$ cat config.mk
export PLATFORM = sky130hd
export DESIGN_NAME = cprs_sequencer
export DESIGN_NICKNAME = d
export VERILOG_FILES = /design/src/rtl/cprs_pkg.sv /design/src/rtl/cprs_datapath.sv /design/src/rtl/cprs_control.sv /design/src/rtl/cprs_sequencer.sv
export SDC_FILE = /design/constraint.sdc
export NUM_CORES = 1
export LEC_CHECK = 0
export BUFFER_PORTS_ARGS = -buffer_cell sky130_fd_sc_hd__buf_2
export CAP_MARGIN = 20
export CORE_MARGIN = 2
export CORE_UTILIZATION = 35
export DETAILED_ROUTE_END_ITERATION = 12
export REMOVE_ABC_BUFFERS = 1
export SLEW_MARGIN = 10
export SYNTH_ARGS = -nofsm -noshare
export SYNTH_HDL_FRONTEND = slang
export SYNTH_SLANG_ARGS = --single-unit
export TNS_END_PERCENT = 30
$ cat constraint.sdc
create_clock -name clk -period 2 [get_ports clk]
set_clock_uncertainty 0.15 [all_clocks]
set_input_delay 0.2 -clock clk [delete_from_list [all_inputs] [get_ports clk]]
set_output_delay 0.2 -clock clk [all_outputs]
set_load 0.02 [all_outputs]
$ cat src/rtl/cprs_pkg.sv
package cprs_pkg;

  typedef enum logic [2:0] {
    SEQ_IDLE,
    SEQ_READ,
    SEQ_WAIT,
    SEQ_IRQ,
    SEQ_IRQWAIT,
    SEQ_EXC,
    SEQ_DONE
  } seqState_t;

  typedef enum logic [1:0] {
    TRC_OFF   = 2'b00,
    TRC_FLOW  = 2'b01,
    TRC_EVERY = 2'b10,
    TRC_RSVD  = 2'b11
  } traceMode_t;

  // strobes from control to datapath
  typedef struct packed {
    logic loadCtx;     // latch instruction context at start
    logic sampleResp;  // a primitive is being consumed this cycle
    logic frameSel;    // drive the interrupt frame size
  } ctlStrobe_t;

  // decode and context results from datapath to control
  typedef struct packed {
    logic isNull;
    logic isScan;
    logic isPostExc;
    logic pollToEnd;   // keep polling until PF=1 on a null primitive
    logic traceAtEnd;  // a trace is due when the instruction ends
  } dpStatus_t;

endpackage

$ cat src/rtl/cprs_datapath.sv
module cprs_datapath
  import cprs_pkg::*;
#(
  parameter int PRIM_W       = 3,
  parameter int NULL_CODE    = 0,
  parameter int SCAN_CODE    = 1,
  parameter int POSTEXC_CODE = 2,
  parameter int FRAME_W      = 4,
  parameter int FRAME_WORDS  = 10
) (
  input  logic              clk,
  input  logic              rst,
  input  ctlStrobe_t        strobe,
  input  logic              isGeneral,
  input  logic [1:0]        traceMode,
  input  logic [PRIM_W-1:0] primType,
  input  logic              flagDr,
  output dpStatus_t         status,
  output logic [FRAME_W-1:0] frameWords
);

  localparam logic [PRIM_W-1:0] NullCode    = PRIM_W'(NULL_CODE);
  localparam logic [PRIM_W-1:0] ScanCode    = PRIM_W'(SCAN_CODE);
  localparam logic [PRIM_W-1:0] PostExcCode = PRIM_W'(POSTEXC_CODE);
  localparam logic [FRAME_W-1:0] FrameSize  = FRAME_W'(FRAME_WORDS);

  logic       ctxGeneral;
  traceMode_t ctxMode;
  logic       drSeen;
  logic       primIsScan;

  assign primIsScan = (primType == ScanCode);

  always_ff @(posedge clk) begin
    if (rst) begin
      ctxGeneral <= 1'b0;
      ctxMode    <= TRC_OFF;
      drSeen     <= 1'b0;
    end else if (strobe.loadCtx) begin
      ctxGeneral <= isGeneral;
      ctxMode    <= traceMode_t'(traceMode);
      drSeen     <= 1'b0;
    end else if (strobe.sampleResp && primIsScan && flagDr) begin
      drSeen <= 1'b1;
    end
  end

  always_comb begin
    status.isNull     = (primType == NullCode);
    status.isScan     = primIsScan;
    status.isPostExc  = (primType == PostExcCode);
    status.pollToEnd  = ctxGeneral && (ctxMode == TRC_EVERY);
    status.traceAtEnd = (ctxMode == TRC_EVERY) ||
                        (ctxGeneral && (ctxMode == TRC_FLOW) && drSeen);
  end

  assign frameWords = strobe.frameSel ? FrameSize : '0;

endmodule

$ cat src/rtl/cprs_control.sv
module cprs_control
  import cprs_pkg::*;
(
  input  logic       clk,
  input  logic       rst,
  input  logic       start,
  input  logic       respValid,
  input  logic       flagCa,
  input  logic       flagPf,
  input  logic       flagIa,
  input  logic       irqPending,
  input  logic       irqReturn,
  input  logic       excDone,
  input  dpStatus_t  status,
  output ctlStrobe_t strobe,
  output logic       respRead,
  output logic       irqReq,
  output logic       instrDone,
  output logic       traceReq
);

  seqState_t state, nextState;
  logic      irqOk;

  assign irqOk = flagIa && irqPending;

  always_ff @(posedge clk) begin
    if (rst) state <= SEQ_IDLE;
    else     state <= nextState;
  end

  always_comb begin
    nextState = state;
    unique case (state)
      SEQ_IDLE:    if (start) nextState = SEQ_READ;
      SEQ_READ:    nextState = SEQ_WAIT;
      SEQ_WAIT: begin
        if (respValid) begin
          if (status.isPostExc) begin
            nextState = SEQ_EXC;
          end else if (status.isNull) begin
            if (flagCa)                 nextState = irqOk ? SEQ_IRQ : SEQ_READ;
            else if (!status.pollToEnd) nextState = SEQ_DONE;
            else if (flagPf)            nextState = SEQ_DONE;
            else                        nextState = irqOk ? SEQ_IRQ : SEQ_READ;
          end else begin
            if (flagCa || status.pollToEnd) nextState = SEQ_READ;
            else                            nextState = SEQ_DONE;
          end
        end
      end
      SEQ_IRQ:     nextState = SEQ_IRQWAIT;
      SEQ_IRQWAIT: if (irqReturn) nextState = SEQ_READ;
      SEQ_EXC:     if (excDone) nextState = SEQ_DONE;
      SEQ_DONE:    nextState = SEQ_IDLE;
      default:     nextState = SEQ_IDLE;
    endcase
  end

  always_comb begin
    strobe.loadCtx    = (state == SEQ_IDLE) && start;
    strobe.sampleResp = (state == SEQ_WAIT) && respValid;
    strobe.frameSel   = (state == SEQ_IRQ);
    respRead          = (state == SEQ_READ);
    irqReq            = (state == SEQ_IRQ);
    instrDone         = (state == SEQ_DONE);
    traceReq          = (state == SEQ_DONE) && status.traceAtEnd;
  end

endmodule

$ cat src/rtl/cprs_sequencer.sv
module cprs_sequencer
  import cprs_pkg::*;
#(
  parameter int PRIM_W       = 3,
  parameter int NULL_CODE    = 0,
  parameter int SCAN_CODE    = 1,
  parameter int POSTEXC_CODE = 2,
  parameter int FRAME_W      = 4,
  parameter int FRAME_WORDS  = 10
) (
  input  logic               clk,
  input  logic               rst,
  input  logic               start,
  input  logic               isGeneral,
  input  logic [1:0]         traceMode,
  input  logic               respValid,
  input  logic [PRIM_W-1:0]  primType,
  input  logic               flagCa,
  input  logic               flagPf,
  input  logic               flagIa,
  input  logic               flagDr,
  input  logic               irqPending,
  input  logic               irqReturn,
  input  logic               excDone,
  output logic               respRead,
  output logic               irqReq,
  output logic [FRAME_W-1:0] frameWords,
  output logic               traceReq,
  output logic               instrDone
);

  ctlStrobe_t ctlStrobe;
  dpStatus_t  dpStatus;

  cprs_datapath #(
    .PRIM_W(PRIM_W), .NULL_CODE(NULL_CODE), .SCAN_CODE(SCAN_CODE),
    .POSTEXC_CODE(POSTEXC_CODE), .FRAME_W(FRAME_W), .FRAME_WORDS(FRAME_WORDS)
  ) i_datapath (
    .clk(clk), .rst(rst), .strobe(ctlStrobe), .isGeneral(isGeneral),
    .traceMode(traceMode), .primType(primType), .flagDr(flagDr),
    .status(dpStatus), .frameWords(frameWords)
  );

  cprs_control i_control (
    .clk(clk), .rst(rst), .start(start), .respValid(respValid),
    .flagCa(flagCa), .flagPf(flagPf), .flagIa(flagIa),
    .irqPending(irqPending), .irqReturn(irqReturn), .excDone(excDone),
    .status(dpStatus), .strobe(ctlStrobe), .respRead(respRead),
    .irqReq(irqReq), .instrDone(instrDone), .traceReq(traceReq)
  );

endmodule

Word level (Yosys, flattened, before mapping)
Cells that the tools add are included.
- flip-flop bits (word level): 7
- input port bits: 17
- output and inout port bits: 8
- word-level logic and storage cells: 46
- eq/ne operators: 14
- mux-type cells: 13
- reductions and logical operators: 15
- operator list (cell ; count):
    3-bit 2-to-1 mux ; 10
    3-bit one-hot mux with 6 select lines ; 1
    3-bit by 2-bit == test with 1-bit output (second input constant) ; 3
    3-bit == test (second input constant) ; 3
    1-bit logical AND ; 9
    2-bit != test (second input constant) ; 4
    3-bit by 1-bit == test with 1-bit output (second input constant) ; 2
    3-bit zero test ; 2
    4-bit 2-to-1 mux ; 1
    4-bit AND reduction ; 1
    2-bit by 1-bit == test with 1-bit output (second input constant) ; 1
    2-bit == test (second input constant) ; 1
    1-bit logical OR ; 2
    2-bit 2-to-1 mux ; 1
    2-bit OR reduction ; 1

Depth between registers and ports, before layout
- depth in word-level cells: 9
- gate-level depth with buffers: 4
- gate-level depth less buffers: 4

Hierarchy
Synthesis repeated with hierarchy kept, for this count alone.
- cells, all modules: 62
- area total of the unflattened synthesis: 531.8 µm²
- modules (own cells, without submodules) (module ; instances ; cells each ; area each (µm²) ; seq. area each (µm²)):
    cprs_control ; 1 ; 35 ; 290.3 ; 60.1
    cprs_datapath ; 1 ; 27 ; 241.5 ; 80.1

Worst setup path before layout
No wires, ideal clock.
- path type: reg2out
- from: register i_control.state[2]
- to: output port traceReq
- arrival time: 1422 ps
- data required time: 1650 ps
- path slack: 228 ps
- cell stages (with the launch flop): 4
- path buffers: 1
- cell sequence: dfxtp_1 -> clkbuf_1 -> and3b_1 -> a21boi_0
- longest elaborated chain between the ends: 2
- ends and longest elaborated chain (element ; line ; text):
    from (decl) ; cprs_control.sv:22 ; seqState_t state, nextState;
    from (signal assigned) ; cprs_control.sv:29 ; else state <= nextState;
    3-bit == test ; n/a ;
    net instrDone ; cprs_sequencer.sv:29 ; output logic instrDone
    1-bit logical AND ; cprs_control.sv:67 ; traceReq = (state == SEQ_DONE) && status.traceAtEnd;
    to (decl) ; cprs_sequencer.sv:28 ; output logic traceReq,
The timed path passes the listed nets, and every way through them passes these cells.

Final worst setup path
- from: register i_control.state[1]
- to: output port frameWords[1]
- longest elaborated chain between the ends: 2
- ends and longest elaborated chain (element ; line ; text):
    3-bit by 2-bit == test with 1-bit output ; cprs_control.sv:63 ; strobe.frameSel = (state == SEQ_IRQ);
    4-bit 2-to-1 mux ; cprs_datapath.sv:57 ; assign frameWords = strobe.frameSel ? FrameSize : '0;
    to (decl) ; cprs_sequencer.sv:27 ; output logic [FRAME_W-1:0] frameWords,
No other way between the ends.

==> impl_metrics.py <==
metrics = {
    "clock_tree": {
        "post_cts_buffers": 0,
        "clkTransAtPathRegs_ns": 0.05,
        "ctsHoldBuffers": 0,
        "root_buffer": "clkbuf_4",
        "clk_latency_ns": 0.26,
        "post_cts_resized": 0,
        "clock-sinks": 7,
        "cts_made_buffers": 3,
        "cts_tree": "done",
        "clockBufferDepth": 2,
        "h-tree-depth": 1,
    },
    "die": {
        "die_width_microns": 41.7,
        "start_util_pct": 37.7,
        "design.core.area_sq_mm": 0.00132,
        "pin_count": 25,
        "die_area_sq_mm": 0.00174,
        "fp.dieH_microns": 41.7,
        "core.rowCount": 13,
    },
    "synth": {
        "synth_area_sq_um": 497,
        "synth_edf_count": 0,
        "synthFlopType": "dfxtp_1",
        "netlist_instances": 58,
        "netlist_top_cells_area": "dfxtp_1, mux2i_1, buf_4",
        "ys_ff_latch": 7,
        "synth_top_cell_by_area": "dfxtp_1",
        "yosys.cell_types.count": 35,
        "synth_async_sr_flop_share_pct": 0,
        "syn_area_per_cell_sq_um": 8.56,
        "yosys_warnings": 0,
        "synth_top_cell_area_share_pct": 28.2,
        "yosysSeqAreaShare_pct": 28.2,
    },
    "setup_path": {
        "r2r_slack_ns": 0.47,
        "worst-r2r-cell-count": 3,
        "crit_arrival_ns": 1.33,
        "cp.required_ns": 1.65,
        "start_kind": "register",
        "endpoint_kind": "output port",
        "crit_type": "reg2out",
        "path_max_fanout": 10,
        "worstSetupStartpoint": "i_control.state[1]",
        "worst_r2r_startpoint": "i_control.state[1]",
        "reg2reg_to": "i_control.state[1]",
        "crit_end": "frameWords[1]",
    },
    "detailed_routing": {
        "ant_nets": 0,
        "dr.pass1.iters": 3,
        "num_vias": 494,
        "viasPerCell": 5.31,
        "drtIter0Drc": 2,
        "totalWireLength_microns": 1050,
        "drc": 0,
        "routedWlPerCell_microns": 11.3,
    },
    "run": {
        "drv_cap": 0,
    },
    "placement": {
        "post-place-ws_ns": 0.296,
        "place_hpwl_microns": 878,
        "dpl_cell_area_sq_um": 591,
        "place_congestion": 0.739,
        "port_buffers": 22,
    },
    "sta": {
        "drv_slew": 0,
        "rsz0062_at_grt": "false",
        "setup_slack_ns": 0.322,
        "min_period_ns": 1.68,
        "setup_viol": 0,
        "finalHoldViolCount": 0,
        "setup-tns-final_ns": 0,
        "fmax_mhz": 596,
        "fin_crit_sh_pct": 83.9,
    },
    "global_route": {
        "grt_max_degree": 12,
        "first_global_vias": 487,
        "grt_first_pass_wirelength_microns": 2000,
        "grt_overflow": 0,
        "antenna_found_initial": 0,
        "grt_usage_pct": 14.8,
    },
    "layout": {
        "finalNetCount": 96,
        "design_area_sq_um": 617,
        "diodes": 0,
        "layout_common_cells": "buf_2, dfxtp_1, nor2_1",
        "final_layout_size_suffix_gt1_share_pct": 37.2,
        "area_growth_syn_to_layout_pct": 24.2,
        "final_common_cell": "buf_2",
    },
    "status": {
        "status": "complete, no violations",
    },
    "worst_hold_path": {
        "min_path_type": "in2reg",
    },
    "pwr": {
        "p_total_uw": 502,
        "p_leak_uw": 0.000272,
        "power_density_mw_per_mm2": 813,
        "ir_drop_v": 0.000443,
    },
}
## sequential cells by signal (all words and copies together) (netlist names)
register and flops:
i_control.state 3, i_datapath.drSeen 1, i_datapath.ctxMode 2, i_datapath.ctxGeneral 1
## report_power, final
part / total (uW) / internal, uW / switching (uW)
combinational: 171 / 90.6 / 79.9
clock: 132 / 76.4 / 55.3
sequential: 199 / 161 / 38.6
total: 502 / 328 / 174
## layer usage
layer,GRT usage [%],routed length [microns],up-vias
li1,-,-,247
met1,17.2,477,229
met2,24.7,497,15
met3,6.52,67,3
met4,3.87,11,0
met5,0,0,-
## worst min path at each step
stage | start | end | cells after the start
after floorplan | rst | i_datapath.ctxGeneral | 1
after global placement | isGeneral | i_datapath.ctxGeneral | 3
after detailed placement | isGeneral | i_datapath.ctxGeneral | 3
after CTS | isGeneral | i_datapath.ctxGeneral | 3
after global routing | isGeneral | i_datapath.ctxGeneral | 3
final | isGeneral | i_datapath.ctxGeneral | 3
## layout make-up
| class | count | area (sq um) |
|---|---|---|
| well taps | 15 | 18.8 |
| fillers | 134 | 701 |
| flip-flops and latches | 7 | 140 |
| inverters | 1 | 3.75 |
| repair buffers | 23 | 118 |
| multi-input cells | 43 | 310 |
| clock buffers | 4 | 26.3 |
## critical path: stages, from the launching register on
cell     delay (ns)
dfxtp_1        0.47
nor2b_1        0.25
and2_1         0.18
buf_2          0.17
## cells in the mapped netlist, types with 2 or more instances
cell / n
nand2b_1: 3
dfxtp_1: 7
nor2b_1: 2
buf_4: 4
nand3b_1: 2
mux2i_1: 3
a31oi_1: 2
nor3_1: 2
clkbuf_1: 2
nor2_1: 5
nor3b_1: 2
## metrics by stage
| step | instances | hold WS, ns | utilization, % |
|---|---|---|---|
| floorplan | 51 | 0.122 | - |
| global route | 93 | 0.0323 | 46.8 |
| finish | 93 | 0.0284 | 46.8 |
| detailed placement | 89 | 0.292 | 44.8 |
| CTS | 93 | 0.0198 | 46.8 |
| global placement | 89 | 0.284 | 44.8 |
## cells by family after synthesis
| family | synth area share (%) |
|---|---|
| multiplexers | 6.05 |
| buffers and inverters | 10.1 |
| AND/OR/NAND/NOR | 35.8 |
| AO/OA/AOI/OAI | 19.1 |
| other | 0.755 |
| flip-flops | 28.2 |
Note: power is estimated with default switching activity, not from simulation.
